<file path="src/rtl/pick_pkg.sv">
// Package: shared constants for the dual-bank image validator.
// Holds the header field offsets, the marker byte, the accumulator widths
// and the end-around-carry fold used by the header check.
package pick_pkg;

    localparam logic [7:0] MARK_BYTE   = 8'hC3;

    localparam int OFS_MARK    = 0;
    localparam int OFS_HSUM    = 1;
    localparam int OFS_HSPAN_A = 2;
    localparam int OFS_HSPAN_B = 15;
    localparam int OFS_WSUM_A  = 16;
    localparam int OFS_WSUM_B  = 19;
    localparam int OFS_GEN_A   = 20;
    localparam int OFS_GEN_B   = 23;
    localparam int HDR_BYTES   = 24;

    // Header span is 14 bytes plus the marker seed: 15*255 < 4096.
    localparam int HSUM_W = 12;
    // Per-byte modular reduction keeps both sums below 2^17.
    localparam int ACC_W  = 17;
    localparam logic [ACC_W-1:0] WMOD = 17'd65521;
    localparam int GEN_W  = 32;

    typedef logic [GEN_W-1:0] gen_t;

    // Two end-around-carry folds bring any 12-bit value into 8 bits.
    function automatic logic [7:0] fold8(input logic [HSUM_W-1:0] s);
        logic [HSUM_W-1:0] t;
        t = s;
        for (int i = 0; i < 2; i++) begin
            t = {{(HSUM_W-8){1'b0}}, t[7:0]} + (t >> 8);
        end
        return t[7:0];
    endfunction

endpackage

</file>
<file path="src/rtl/pick_scan_seq.sv">
// Module: pick_scan_seq
// Drives the read port through both halves, one address per cycle, and tags
// each returning byte with its offset and half. Assumes one cycle of read
// latency. Raises bank_end for one cycle after the last byte of a half.
module pick_scan_seq #(
    parameter int BANK_BYTES = 8192,
    parameter int OFF_W      = 13,
    parameter int ADDR_W     = 14
) (
    input  logic              clk,
    input  logic              rst_n,
    input  logic              start,
    output logic              go,
    output logic              rd_en,
    output logic [ADDR_W-1:0] rd_addr,
    output logic              byte_vld,
    output logic [OFF_W-1:0]  byte_off,
    output logic              byte_bank,
    output logic              bank_end,
    output logic              end_bank
);
    localparam logic [OFF_W-1:0]  LAST_OFF = OFF_W'(BANK_BYTES - 1);
    localparam logic [ADDR_W-1:0] HALF     = ADDR_W'(BANK_BYTES);

    logic             active_q;
    logic             issue_q;
    logic             bank_q;
    logic [OFF_W-1:0] off_q;

    assign go      = start && !active_q;
    assign rd_en   = issue_q;
    assign rd_addr = bank_q ? (HALF + ADDR_W'(off_q)) : ADDR_W'(off_q);

    // Issue counter: walks offsets of half 0 then half 1, then stops.
    always_ff @(posedge clk) begin
        if (!rst_n) begin
            active_q <= 1'b0;
            issue_q  <= 1'b0;
            bank_q   <= 1'b0;
            off_q    <= '0;
        end else if (go) begin
            active_q <= 1'b1;
            issue_q  <= 1'b1;
            bank_q   <= 1'b0;
            off_q    <= '0;
        end else begin
            if (issue_q) begin
                if (off_q == LAST_OFF) begin
                    off_q  <= '0;
                    bank_q <= ~bank_q;
                    if (bank_q) issue_q <= 1'b0;
                end else begin
                    off_q <= off_q + 1'b1;
                end
            end
            if (bank_end && end_bank) active_q <= 1'b0;
        end
    end

    // Tag pipeline: aligns offset and half with the byte returning next cycle.
    always_ff @(posedge clk) begin
        if (!rst_n) begin
            byte_vld  <= 1'b0;
            byte_off  <= '0;
            byte_bank <= 1'b0;
            bank_end  <= 1'b0;
            end_bank  <= 1'b0;
        end else begin
            byte_vld  <= issue_q;
            byte_off  <= off_q;
            byte_bank <= bank_q;
            bank_end  <= byte_vld && (byte_off == LAST_OFF);
            end_bank  <= byte_bank;
        end
    end

    a_r2_addr_step: assert property (@(posedge clk) disable iff (!rst_n)
        rd_en && $past(rd_en) |-> rd_addr == $past(rd_addr) + ADDR_W'(1));

    a_r2_addr_range: assert property (@(posedge clk) disable iff (!rst_n)
        rd_en |-> rd_addr <= ADDR_W'(2 * BANK_BYTES - 1));

    a_r10_no_restart: assert property (@(posedge clk) disable iff (!rst_n)
        start && active_q |=> !(rd_en && rd_addr == '0));

endmodule

</file>
<file path="src/rtl/pick_hdr_check.sv">
// Module: pick_hdr_check
// Captures the marker and stored header sum of one half and accumulates the
// header span, seeded with the marker constant. Assumes bytes arrive in
// offset order starting at 0; results are read while the half's last byte
// is one cycle old.
module pick_hdr_check #(
    parameter int OFF_W = 13
) (
    input  logic             clk,
    input  logic             rst_n,
    input  logic             byte_vld,
    input  logic [OFF_W-1:0] byte_off,
    input  logic [7:0]       byte_in,
    output logic             mark_ok,
    output logic             hsum_ok
);
    import pick_pkg::*;

    logic [7:0]        mark_q;
    logic [7:0]        want_q;
    logic [HSUM_W-1:0] acc_q;
    logic              in_span;

    assign in_span = (byte_off >= OFF_W'(OFS_HSPAN_A)) && (byte_off <= OFF_W'(OFS_HSPAN_B));

    // Header capture and span accumulation.
    always_ff @(posedge clk) begin
        if (!rst_n) begin
            mark_q <= '0;
            want_q <= '0;
            acc_q  <= '0;
        end else if (byte_vld) begin
            if (byte_off == OFF_W'(OFS_MARK)) begin
                mark_q <= byte_in;
                acc_q  <= HSUM_W'(MARK_BYTE);
            end else if (byte_off == OFF_W'(OFS_HSUM)) begin
                want_q <= byte_in;
            end else if (in_span) begin
                acc_q <= acc_q + HSUM_W'(byte_in);
            end
        end
    end

    assign mark_ok = (mark_q == MARK_BYTE);
    assign hsum_ok = (fold8(acc_q) == want_q);

    a_r4_span_bounded: assert property (@(posedge clk) disable iff (!rst_n)
        acc_q <= HSUM_W'(32'd255 * (OFS_HSPAN_B - OFS_HSPAN_A + 2)));

endmodule

</file>
<file path="src/rtl/pick_wide_check.sv">
// Module: pick_wide_check
// Computes the mod-65521 dual-accumulator sum over the generation field and
// the rest of a half, reducing after every byte. Captures the stored 32-bit
// sum and the generation, both most significant byte first.
module pick_wide_check #(
    parameter int OFF_W = 13
) (
    input  logic             clk,
    input  logic             rst_n,
    input  logic             byte_vld,
    input  logic [OFF_W-1:0] byte_off,
    input  logic [7:0]       byte_in,
    output logic             wsum_ok,
    output pick_pkg::gen_t   gen_val
);
    import pick_pkg::*;

    logic [ACC_W-1:0] lo_q, hi_q;
    logic [ACC_W-1:0] lo_sum, lo_nx, hi_sum, hi_nx;
    logic [31:0]      want_q;
    gen_t             gen_q;
    logic             in_wsum, in_gen, in_body;

    assign in_wsum = (byte_off >= OFF_W'(OFS_WSUM_A)) && (byte_off <= OFF_W'(OFS_WSUM_B));
    assign in_gen  = (byte_off >= OFF_W'(OFS_GEN_A))  && (byte_off <= OFF_W'(OFS_GEN_B));
    assign in_body = (byte_off >= OFF_W'(OFS_GEN_A));

    // One-step modular update of both sums.
    always_comb begin
        lo_sum = lo_q + ACC_W'(byte_in);
        lo_nx  = (lo_sum >= WMOD) ? (lo_sum - WMOD) : lo_sum;
        hi_sum = hi_q + lo_nx;
        hi_nx  = (hi_sum >= WMOD) ? (hi_sum - WMOD) : hi_sum;
    end

    // Sum registers, stored-sum and generation capture.
    always_ff @(posedge clk) begin
        if (!rst_n) begin
            lo_q   <= ACC_W'(1);
            hi_q   <= '0;
            want_q <= '0;
            gen_q  <= '0;
        end else if (byte_vld) begin
            if (byte_off == OFF_W'(OFS_MARK)) begin
                lo_q <= ACC_W'(1);
                hi_q <= '0;
            end
            if (in_wsum) want_q <= {want_q[23:0], byte_in};
            if (in_gen)  gen_q  <= {gen_q[GEN_W-9:0], byte_in};
            if (in_body) begin
                lo_q <= lo_nx;
                hi_q <= hi_nx;
            end
        end
    end

    assign wsum_ok = ({hi_q[15:0], lo_q[15:0]} == want_q);
    assign gen_val = gen_q;

    a_r5_sums_reduced: assert property (@(posedge clk) disable iff (!rst_n)
        (lo_q < WMOD) && (hi_q < WMOD));

endmodule

</file>
<file path="src/rtl/dual_image_picker.sv">
// Module: dual_image_picker (top)
// Scans both halves of a byte-wide memory once per accepted start, judges
// each half by marker, header sum and payload sum, and picks the valid half
// with the larger generation (a tie picks half 1). Assumes BANK_BYTES >= 24
// and a read port with one cycle of latency.
module dual_image_picker #(
    parameter  int BANK_BYTES = 8192,
    localparam int ADDR_W     = $clog2(2 * BANK_BYTES),
    localparam int OFF_W      = $clog2(BANK_BYTES)
) (
    input  logic              clk,
    input  logic              rst_n,
    input  logic              start,
    output logic              rd_en,
    output logic [ADDR_W-1:0] rd_addr,
    input  logic [7:0]        rd_data,
    output logic              done,
    output logic [1:0]        bank_valid,
    output logic [31:0]       gen0,
    output logic [31:0]       gen1,
    output logic              sel_bank,
    output logic              no_image
);
    import pick_pkg::*;

    logic             go;
    logic             byte_vld, byte_bank, bank_end, end_bank;
    logic [OFF_W-1:0] byte_off;
    logic             mark_ok, hsum_ok, wsum_ok;
    gen_t             gen_val;
    logic             cur_ok;
    gen_t             cur_gen;
    logic             pick1;

    logic             done_q, sel_q, none_q;
    logic [1:0]       valid_q;
    gen_t             gen0_q, gen1_q;

    pick_scan_seq #(
        .BANK_BYTES (BANK_BYTES),
        .OFF_W      (OFF_W),
        .ADDR_W     (ADDR_W)
    ) u_seq (
        .clk       (clk),
        .rst_n     (rst_n),
        .start     (start),
        .go        (go),
        .rd_en     (rd_en),
        .rd_addr   (rd_addr),
        .byte_vld  (byte_vld),
        .byte_off  (byte_off),
        .byte_bank (byte_bank),
        .bank_end  (bank_end),
        .end_bank  (end_bank)
    );

    pick_hdr_check #(.OFF_W(OFF_W)) u_hdr (
        .clk      (clk),
        .rst_n    (rst_n),
        .byte_vld (byte_vld),
        .byte_off (byte_off),
        .byte_in  (rd_data),
        .mark_ok  (mark_ok),
        .hsum_ok  (hsum_ok)
    );

    pick_wide_check #(.OFF_W(OFF_W)) u_wide (
        .clk      (clk),
        .rst_n    (rst_n),
        .byte_vld (byte_vld),
        .byte_off (byte_off),
        .byte_in  (rd_data),
        .wsum_ok  (wsum_ok),
        .gen_val  (gen_val)
    );

    // Verdict for the half that just ended, and the arbitration against half 0.
    always_comb begin
        cur_ok  = mark_ok && hsum_ok && wsum_ok;
        cur_gen = cur_ok ? gen_val : '0;
        pick1   = !(valid_q[0] && (!cur_ok || (gen0_q > cur_gen)));
    end

    // Result registers: cleared by an accepted start, written at each half's end.
    always_ff @(posedge clk) begin
        if (!rst_n) begin
            done_q  <= 1'b0;
            sel_q   <= 1'b0;
            none_q  <= 1'b0;
            valid_q <= '0;
            gen0_q  <= '0;
            gen1_q  <= '0;
        end else if (go) begin
            done_q  <= 1'b0;
            sel_q   <= 1'b0;
            none_q  <= 1'b0;
            valid_q <= '0;
        end else if (bank_end) begin
            if (!end_bank) begin
                valid_q[0] <= cur_ok;
                gen0_q     <= cur_gen;
            end else begin
                valid_q[1] <= cur_ok;
                gen1_q     <= cur_gen;
                sel_q      <= pick1;
                none_q     <= !valid_q[0] && !cur_ok;
                done_q     <= 1'b1;
            end
        end
    end

    assign done       = done_q;
    assign bank_valid = valid_q;
    assign gen0       = gen0_q;
    assign gen1       = gen1_q;
    assign sel_bank   = sel_q;
    assign no_image   = none_q;

    a_r7_sel_names_valid: assert property (@(posedge clk) disable iff (!rst_n)
        done && !no_image |-> (sel_bank ? bank_valid[1] : bank_valid[0]));

    a_r7_newer_wins: assert property (@(posedge clk) disable iff (!rst_n)
        done && (bank_valid == 2'b11) |-> (sel_bank == !(gen0 > gen1)));

    a_r8_none_valid: assert property (@(posedge clk) disable iff (!rst_n)
        done && no_image |-> (bank_valid == 2'b00) && sel_bank);

    a_r6_invalid_gen_zero: assert property (@(posedge clk) disable iff (!rst_n)
        done |-> (bank_valid[0] || gen0 == '0) && (bank_valid[1] || gen1 == '0));

    a_r9_done_holds: assert property (@(posedge clk) disable iff (!rst_n)
        done && !start |=> done && $stable(sel_bank) && $stable(bank_valid));

endmodule

</file>
<file path="config.mk">
export PLATFORM = sky130hd
export DESIGN_NAME = dual_image_picker
export DESIGN_NICKNAME = d
export VERILOG_FILES = /design/src/rtl/pick_pkg.sv /design/src/rtl/pick_scan_seq.sv /design/src/rtl/pick_hdr_check.sv /design/src/rtl/pick_wide_check.sv /design/src/rtl/dual_image_picker.sv
export SDC_FILE = /design/constraint.sdc
export NUM_CORES = 1
export LEC_CHECK = 0
export BUFFER_PORTS_ARGS = -buffer_cell sky130_fd_sc_hd__buf_2
export CAP_MARGIN = 25
export CORE_AREA = 2 2 152 154
export DETAILED_ROUTE_END_ITERATION = 7
export DIE_AREA = 0 0 154 156
export PLACE_DENSITY = 0.86
export SKIP_LAST_GASP = 1
export SYNTH_ARGS = -nofsm -noshare
export SYNTH_HDL_FRONTEND = slang
export SYNTH_SLANG_ARGS = --single-unit
</file>
<file path="constraint.sdc">
create_clock -name clk -period 5.9 [get_ports clk]
set_input_delay 0 -clock clk [delete_from_list [all_inputs] [get_ports clk]]
set_output_delay 0 -clock clk [all_outputs]
set_load 0.02 [all_outputs]
</file>
==> flow_summary.ini <==
[yosys]
ys_ff_latch = 228
yosys-top-cells-count = 250 x nand2_1, 228 x dfxtp_1, 129 x a21oi_1
synth_cells = 1412
synth_edf_count = 0
synth_ff_type = dfxtp_1
synth_cell_type_count = 84
synth.area.top_cells = dfxtp_1 38%, ha_1 7.9%, nand2_1 7.8%
synthArstFlopShare_pct = 0
synth_nets = 1503
post_synth.cell_area_avg_um2 = 8.56
yosys_warnings = 0
synth.yosys.seq_area_share_pct = 37.8
yosysTopAreaCellShare_pct = 37.8
synth_area_leader_cell = dfxtp_1
synth_most_common_cell = nand2_1
netlist_area_um2 = 12100

[finish]
diodes = 0
finalNonFillerCells = 1891
area_growth_pct = 21.5
final_layout_size_suffix_gt1_share_pct = 20.1
multi_input_area_um2 = 7440
postLayoutCoreUtil_pct = 65.7
seq_area_um2 = 4570
fill_cells = 1674
nets = 1680

[critical_path]
critical_path.cell_chain = ha_4, inv_1, fa_2, nand2b_4, a21boi_4, or3_4, o311ai_2, or3_4, nor4_4, o21ai_0, xor2_1, ha_1, buf_4, buf_4, a211oi_1, o221a_2, nand4_2, nor4b_4, nand4_1, buf_4, or4_4, a21oi_2, xnor2_1, o21ai_1
crit_fanout = 6
cp_data_arrival_time_ns = 6.46
setup.worst_path.start_class = flop
crit_family = simple AND/OR/NAND/NOR gates
crit_buf_inv = 4
required_ns = 6.27
crit_path_frequent_cell = buf_4
critPathKind = flop to flop
crit_path_end_kind = flop
critPathSlowestCell = or4_4
cpPeakStageDelay_ns = 0.58

[die]
rows = 55
coreArea_um2 = 22400
die_area_um2 = 24000
die_width_um = 154
start_util_pct = 54.1
dieHeight_um = 156
num_io_pins = 95

[drt]
drt_iter0_drc = 872
routed_wl_um = 34300
drt-pass1-iter-count = 5
num_vias = 11400
viasPerCell = 6.04
drtAntennaViolNets = 0
drc = 0
wl_per_cell_um = 18.1

[global_routing]
grt_overflow = 0
grt_use_total_pct = 27.1
antenna_found_initial = 0
grt_first_pass_wirelength_um = 53300
first_global_vias = 10400
grt_max_degree = 72

[power]
powerDensity_nw_per_um2 = 218
p_total_mw = 3.20
ir_worst_vdd_mv = 0.215
leakagePower_nw = 6.14

[status]
failed_checks = negative setup slack
status = finished with violations

[clocking]
cts_buffers = 23
clock-sinks = 228
cts_tree = done
clk_path_buf_depth = 3
htreeDepth = 1
path_clk_slew_ns = 0.06
clock_latency_ns = 0.53
cts_root_buf = clkbuf_16

[placement]
dp_hpwl_um = 24400
io_buffer_count = 94
place_inst = 1822
gp_congestion = 1.01

[timing]
finClkSkew_ns = 0.0210
setup_viol = 10
fin_ws_ns = -0.194
maxSlewHeadroom_pct = 45.7
fmax_ghz = 0.164
tightestPinTransition_ns = 0.808
post-route-period-util_pct = 103
tns_ns = -1.09
period_minus_slack_ns = 6.09
slew_viol_final = 0
rsz0062_at_grt = true
hold_viol = 0

[worst_hold_path]
hold_class = input pin to flop

[flow_run]
max_cap_violations = 0
[final timing paths]
| check | startpoint | endpoint | slack (ns) | cells after the start |
|---|---|---|---|---|
| setup / recovery | u_wide.lo_q[0]$_SDFFE_PN1P_ | u_wide.hi_q[5]$_SDFFE_PN0P_ | -0.19 | 24 |
| hold / removal | start | u_seq.active_q$_SDFFE_PN0P_ | 0.24 | 3 |
| setup reg to reg | u_wide.lo_q[0]$_SDFFE_PN1P_ | u_wide.hi_q[5]$_SDFFE_PN0P_ | -0.19 | 24 |
| hold reg to reg | u_seq.byte_bank$_SDFF_PN0_ | u_seq.end_bank$_SDFF_PN0_ | 0.44 | 1 |
[worst min-delay path: stages]
cell and delay (ns):
dlygate4sd3_1 0.53, buf_2 0.11, o21a_1 0.09
[routing by layer]
metal	share of wire [%]	GRT usage (%)	wire, µm	vias up
li1	-	-	-	5380
met5	0	0	0	-
met4	2.9	8.99	985	0
met3	7.8	4.67	2680	81
met1	43	35.8	14600	5443
met2	47	45.0	16000	518
[stage by stage]
| stage | worst slack [ns] | instance area, µm² | hold WS (ns) |
|---|---|---|---|
| final | -0.194 | 14700 | 0.241 |
| after global routing | -0.445 | 14700 | 0.255 |
| after CTS | 0.0100 | 14400 | 0.229 |
| after detailed placement | -0.189 | 13400 | 0.216 |
| after global placement | -0.0463 | 13400 | 0.212 |
| after floorplan | 0.0104 | 12100 | 0.110 |
[cells in the final DEF, fill, tap and decap left out, types with 7 or more instances in the layout]
cell type,synthesis,final
o211ai_1,7,7
a22o_1,74,74
nand3_1,27,27
mux2i_1,12,12
o21ai_1,14,18
nor4_1,10,9
xnor2_1,74,70
nand4_1,32,32
nor3_1,22,19
ha_1,76,70
buf_4,2,106
a21o_1,22,22
xor2_1,41,41
or3_1,10,8
nand2_1,250,250
o21ai_0,49,43
dfxtp_1,228,225
a21oi_1,129,120
a21oi_2,0,8
nor2b_1,10,9
nor2_1,76,75
clkbuf_16,0,23
inv_1,29,28
o21a_1,12,12
and3_1,8,8
and2_1,22,22
buf_2,7,94
dlygate4sd3_1,0,10
[layout make-up]
class                           count  share of cell area, %
Clock buffer                       27                   4.09
Clock inverter                     15                  0.937
Inverter                           30                  0.767
Multi-Input combinational cell   1091                   50.7
Sequential cell                   228                   31.1
Tap cell                          285                   2.43
Timing Repair Buffer              215                   10.0
[registers in the layout, indices dropped and copies added, names as in the netlist, 2 cells and up]
name and cells:
u_wide.want_q 32, u_hdr.mark_q 8, u_wide.gen_val 32, u_wide.lo_q 17
u_wide.hi_q 17, gen1 32, u_hdr.acc_q 12, u_seq.byte_off 13
gen0 32, u_seq.off_q 13, bank_valid 2, u_hdr.want_q 8
[report_power, final]
group | internal [mW] | switching [mW] | leakage [nW]
Clock | 0.789 | 0.641 | 0.359
Combinational | 0.0828 | 0.129 | 3.95
Sequential | 1.55 | 0.00883 | 1.84
[cells by family after synthesis]
family          Yosys count  share of synthesized area (%)
buf+inv                  94                           3.18
fa+ha+maj                80                           8.53
xor+xnor                116                           8.54
flops                   228                           37.8
compound gates          376                           21.2
mux                      15                           1.27
simple gates            503                           19.5
[repair_timing]
action,CTS,global route
pin swaps,20,21
gates cloned,1,0
resized for setup,22,33
buffers inserted,7,6
hold buffers,10,0
endpoints found under the setup margin,15,18
hold endpoints to repair,52,0
No activity file was read; power rests on OpenSTA's default activity.
